## src/rtl/status_framer.sv

```systemverilog
module status_framer #(
  parameter int CAL_LEN = 4,
  parameter int CAL_M   = 2,
  parameter int LANES   = 4,
  parameter int CW      = 4
) (
  input  logic                 clk,
  input  logic                 rst_n,
  input  logic                 lock,
  input  logic [2*CAL_LEN-1:0] port_status,
  input  logic                 force_train,
  input  logic                 dip4_vld,
  input  logic [LANES-1:0]     dip4_err,
  input  logic [CW-1:0]        bad_level,
  input  logic [CW-1:0]        good_level,
  output logic [1:0]           stat_out,
  output logic                 force_active,
  output logic                 oos,
  output logic                 dip4_err_seen
);
  localparam int N  = CAL_LEN * CAL_M;
  localparam int PW = $clog2(N + 2);
  localparam int SW = (CAL_LEN > 1) ? $clog2(CAL_LEN) : 1;
  localparam logic [PW-1:0] LAST_P = PW'(N + 1);
  localparam logic [SW-1:0] SLOT_END = SW'(CAL_LEN - 1);
  localparam logic [CW-1:0] CMAX = '1;

  logic [PW-1:0] pos;
  logic [SW-1:0] slot;
  logic [1:0]    par;
  logic [1:0]    entry;
  logic [CW-1:0] bad_cnt, good_cnt, bad_nx, good_nx;
  logic          hit, clean;

  assign entry = port_status[slot*2 +: 2];
  assign stat_out = force_active      ? 2'b11 :
                    (pos == '0)       ? 2'b11 :
                    (pos == LAST_P)   ? ~par  : entry;

  always_ff @(posedge clk) begin
    if (!rst_n) begin
      force_active <= 1'b0;
      pos  <= '0;
      slot <= '0;
      par  <= '0;
    end else if (force_active) begin
      if (!force_train) begin
        force_active <= 1'b0;
        pos  <= '0;
        slot <= '0;
        par  <= '0;
      end
    end else if (pos == LAST_P) begin
      force_active <= force_train;
      pos  <= '0;
      slot <= '0;
      par  <= '0;
    end else begin
      pos <= pos + 1'b1;
      if (pos != '0) begin
        par  <= par ^ entry;
        slot <= (slot == SLOT_END) ? '0 : slot + 1'b1;
      end
    end
  end

  assign hit     = lock && dip4_vld && (|dip4_err);
  assign clean   = lock && dip4_vld && !(|dip4_err);
  assign bad_nx  = (bad_cnt == CMAX) ? bad_cnt : bad_cnt + 1'b1;
  assign good_nx = (good_cnt == CMAX) ? good_cnt : good_cnt + 1'b1;

  always_ff @(posedge clk) begin
    if (!rst_n) begin
      bad_cnt  <= '0;
      good_cnt <= '0;
      oos      <= 1'b0;
      dip4_err_seen <= 1'b0;
    end else begin
      dip4_err_seen <= hit;
      if (hit) begin
        bad_cnt  <= bad_nx;
        good_cnt <= '0;
        if (bad_nx >= bad_level) oos <= 1'b1;
      end else if (clean) begin
        bad_cnt <= '0;
        if (oos) begin
          if (good_nx >= good_level) begin
            oos      <= 1'b0;
            good_cnt <= '0;
          end else begin
            good_cnt <= good_nx;
          end
        end else begin
          good_cnt <= '0;
        end
      end
    end
  end

  a_r4_cont_pattern: assert property (@(posedge clk) disable iff (!rst_n)
    force_active |-> stat_out == 2'b11);
  a_r5_enter_at_boundary: assert property (@(posedge clk) disable iff (!rst_n)
    $rose(force_active) |-> $past(pos) == LAST_P);
  a_r6_resume_framing: assert property (@(posedge clk) disable iff (!rst_n)
    $fell(force_active) |-> (pos == '0 && stat_out == 2'b11));
  a_r10_unlocked_hold: assert property (@(posedge clk) disable iff (!rst_n)
    !lock |=> ($stable(oos) && !dip4_err_seen));
  a_r7_oos_after_error: assert property (@(posedge clk) disable iff (!rst_n)
    $rose(oos) |-> $past(lock && dip4_vld && (|dip4_err)));
  a_r11_single_pulse: assert property (@(posedge clk) disable iff (!rst_n)
    dip4_err_seen |-> $past(lock && dip4_vld && (|dip4_err)));
endmodule

```

## config.mk

```make
export PLATFORM = sky130hd
export DESIGN_NAME = status_framer
export DESIGN_NICKNAME = d
export VERILOG_FILES = /design/src/rtl/status_framer.sv
export SDC_FILE = /design/constraint.sdc
export NUM_CORES = 1
export LEC_CHECK = 0
export BUFFER_PORTS_ARGS = -buffer_cell sky130_fd_sc_hd__buf_2
export CAP_MARGIN = 20
export CORE_MARGIN = 10
export CORE_UTILIZATION = 50
export DETAILED_ROUTE_END_ITERATION = 6
export MAX_ROUTING_LAYER = met4
export PLACE_DENSITY_LB_ADDON = 0.1
export SYNTH_ARGS = -nofsm -noshare
export SYNTH_HDL_FRONTEND = slang
export SYNTH_SLANG_ARGS = --single-unit
```

## constraint.sdc

```tcl
create_clock -name clk -period 2.5 [get_ports clk]
set_input_delay 0.125 -clock clk [delete_from_list [all_inputs] [get_ports clk]]
set_output_delay 0.125 -clock clk [all_outputs]
set_load 0.01 [all_outputs]
```

==> key figures <==
Outcome
  • Status: finished clean

Layout
  • Fin nets: 219
  • Fillers: 233
  • Ant diodes: 0
  • Area grow syn2layout: 15.8%
  • Layout Cells excl Fill: 209
  • Share of layout cells above drive strength 1: 24.0%

Power
  • VDD IR max: 463 uV
  • Static leakage: 0.669 nW
  • Pwr/cell area: 422 mW/mm2

STA
  • Final hold violation count: 0
  • Final TNS setup: 0 ns
  • Final setup viols: 0
  • Min setup slack post-route: roughly 0.30 ns
  • Layout Skew: 0.00221 ns
  • Fmax: between 400 and 500 MHz
  • Post-layout min period: 2.20 ns
  • Slew of the pin with the lowest slew margin: 0.614 ns
  • Final period util: between 80% and 90%
  • Max-slew headroom: between 50% and 60%
  • RSZ-0062 raised after global routing: no
  • Fin. max-slew vios: 0

Floorplan
  • Die area: 0.00501 mm2
  • Overall die height: slightly above 70 um
  • Core area: 0.00248 mm2
  • Row count: 18
  • Initial Util: a little over half
  • Chip width: between 70 and 80 um
  • Top-level port count: 30

Yosys
  • Syn. warnings: 0
  • Seq/Total Area, Yosys: between 20% and 30%
  • Area share of the largest cell type after synthesis: 29.5%
  • Synthesis-stage register bit count: 19
  • Number of distinct library cells after synthesis: 41
  • Top_reg_cell synth: dfxtp_1
  • Synth Area per Inst: 8.71 um2
  • Syn nets: 187
  • Async SR Flop Fraction: 0%
  • EDFF count, synth: 0
  • Post-Syn Area: 0.00129 mm2
  • Ranking of synthesized cells by area: dfxtp_1, ha_1, nand3_1
  • Synth area leader: dfxtp_1
  • Mapped Cells: about 150

Clock network
  • Clock Pin Slew Worst Setup and Hold Paths: 0.10 ns
  • CTS tree: done
  • Clk Tree Root Cell: clkbuf_4
  • Setup bufs post-CTS: 0
  • Cts hold-fix bufs: 0
  • CTS sink count: 19
  • Cts bufs inserted: 3
  • H-tree depth: 1
  • Cts repair resizes: 0
  • Clock Tree Buf Depth: 2
  • Clock latency on the worst-skew pair: ~0.28 ns

Hold path
  • Hold Path Class: in -> reg
  • Hold Path Depth: 3

Setup path
  • R2R depth: 8
  • Crit-path max FO: 7
  • WS Path Type: reg -> reg
  • Crit path capture type: register
  • Startpoint class of the critical path: register
  • Critical Path AT: 2.39 ns
  • CP Data Required Time: about 2.7 ns

Placed design
  • Number of port buffers: 29
  • Routability cong.: 0.887
  • Final HPWL DP: 2450 um
  • DP Cell Count: 205
  • Dpl ws: 0.335 ns

Global routing
  • Vias in the first global route: between 1,000 and 1,500
  • GRT Util Overall: 11.4%
  • Largest net degree at the start of global routing: 16
  • GRT overflow: 0
  • Initial antenna violation count: 0
  • First-pass GRT wire length: roughly 4800 um

Drt
  • Drt initial violations: between 50 and 60
  • WL/cell: 14.1 um
  • Vias: 1,176
  • Final WL: 2940 um
  • DR vias/cell: around 5.6
  • Pre-Repair DR Iteration Count: 4
  • Remaining DRCs: 0
  • Routed Antenna Nets: 0

Job
  • Max_cap viols: 0
==> per-stage QoR <==
step | util (%) | power (W) | area, um2 | hold slack (ns)
CTS | 60.3 | 0.000639 | 1490 | 0.0556
finish | 60.3 | 0.000629 | 1490 | 0.0679
detailed placement | 59.2 | 0.000491 | 1470 | 0.372
global placement | 59.2 | 0.000484 | 1470 | 0.364
floorplan | - | 0.000439 | 1290 | 0.239
global route | 60.3 | 0.000674 | 1490 | 0.0717
==> cell usage after synthesis, types with 2 or more instances <==
cell      number
dfxtp_1       19
ha_1          14
nand2_1       12
nor2_1        11
inv_1         10
nand3_1        9
a21oi_1        7
nand4_1        6
nor2b_1        6
a21boi_1       4
o21ai_0        4
xnor2_1        4
a31oi_1        3
a32o_1         3
a21o_1         2
clkbuf_1       2
mux4_2         2
nand2b_1       2
nand3b_1       2
nor3_1         2
nor3b_2        2
o211ai_1       2
o221ai_1       2
==> final cells by class <==
type	count	area (um2)	area share [%]
multi-input cells	115	855	57.3
clock buffers	4	26.3	1.76
repair buffers	30	153	10.2
well taps	30	37.5	2.51
inverters	11	41.3	2.77
flip-flops and latches	19	380	25.5
==> state kept, by name, indices dropped and copies added (netlist names) <==
signal         cells
force_active       1
slot               2
good_cnt           4
dip4_err_seen      1
pos                4
par                2
oos                1
bad_cnt            4
==> power breakdown <==
| group | leakage (nW) | switching [W] | internal [W] |
|---|---|---|---|
| registers | 0.155 | 0.0000189 | 0.000321 |
| logic | 0.499 | 0.0000658 | 0.0000775 |
| clock network | 0.0150 | 0.0000844 | 0.0000619 |
| total | 0.669 | 0.000169 | 0.000460 |
==> cell families (layout without fill, tap and decap cells) <==
group | after synthesis | in the layout | share of synthesized area [%]
XOR/XNOR | 4 | 4 | 2.72
multiplexers | 5 | 5 | 6.02
adder cells (fa/ha/maj) | 14 | 14 | 13.6
buffers and inverters | 14 | 45 | 4.17
flip-flops | 19 | 19 | 29.5
AO/OA/AOI/OAI | 33 | 33 | 18.5
AND/OR/NAND/NOR | 59 | 59 | 25.4
==> final timing paths <==
path / slack, ns / from / end
worst min register to register: 0.50 / pos[3]$_SDFFE_PN0P_ / pos[3]$_SDFFE_PN0P_
worst min-delay path: 0.07 / force_train / force_active$_SDFF_PN0_
worst max register to register: 0.30 / good_cnt[0]$_SDFFE_PP0P_ / oos$_SDFFE_PN0P_
worst max-delay path: 0.30 / good_cnt[0]$_SDFFE_PP0P_ / oos$_SDFFE_PN0P_
==> routing by layer <==
layer  GRT usage [%]  vias up  wire (um)  part of all wire, %
met4           0.645        0          9                 0.31
met3            3.63        2        157                  5.3
li1                -      609          -                    -
met2            20.0       18       1550                   53
met5               -        -          0                    0
met1            12.9      547       1230                   42
==> critical path, cell delays in order (launching register included) <==
cell and delay [ns]:
dfxtp_1 0.47, ha_1 0.27, nand3_1 0.13, mux2_1 0.35
ha_1 0.19, a21o_1 0.16, a21oi_2 0.24, a21oi_1 0.14
o32ai_1 0.15
==> cells in the final DEF (no fill, tap or decap), drive strengths merged, types with 2 or more instances in the layout <==
| cell type | n |
|---|---|
| o221ai | 2 |
| a32o | 3 |
| buf | 30 |
| a21oi | 8 |
| a41oi | 2 |
| ha | 14 |
| xnor2 | 4 |
| mux4 | 2 |
| o21ai | 4 |
| a21boi | 4 |
| mux2 | 2 |
| nor2 | 11 |
| inv | 11 |
| a31oi | 3 |
| nor2b | 6 |
| dfxtp | 19 |
| clkbuf | 4 |
| a21o | 2 |
| nand2 | 12 |
| nor3 | 2 |
| nand2b | 2 |
| nor3b | 3 |
| nor4 | 2 |
| o211ai | 2 |
| nand3 | 9 |
| nand3b | 2 |
| nand4 | 6 |
No activity file was read; power rests on OpenSTA's default activity.
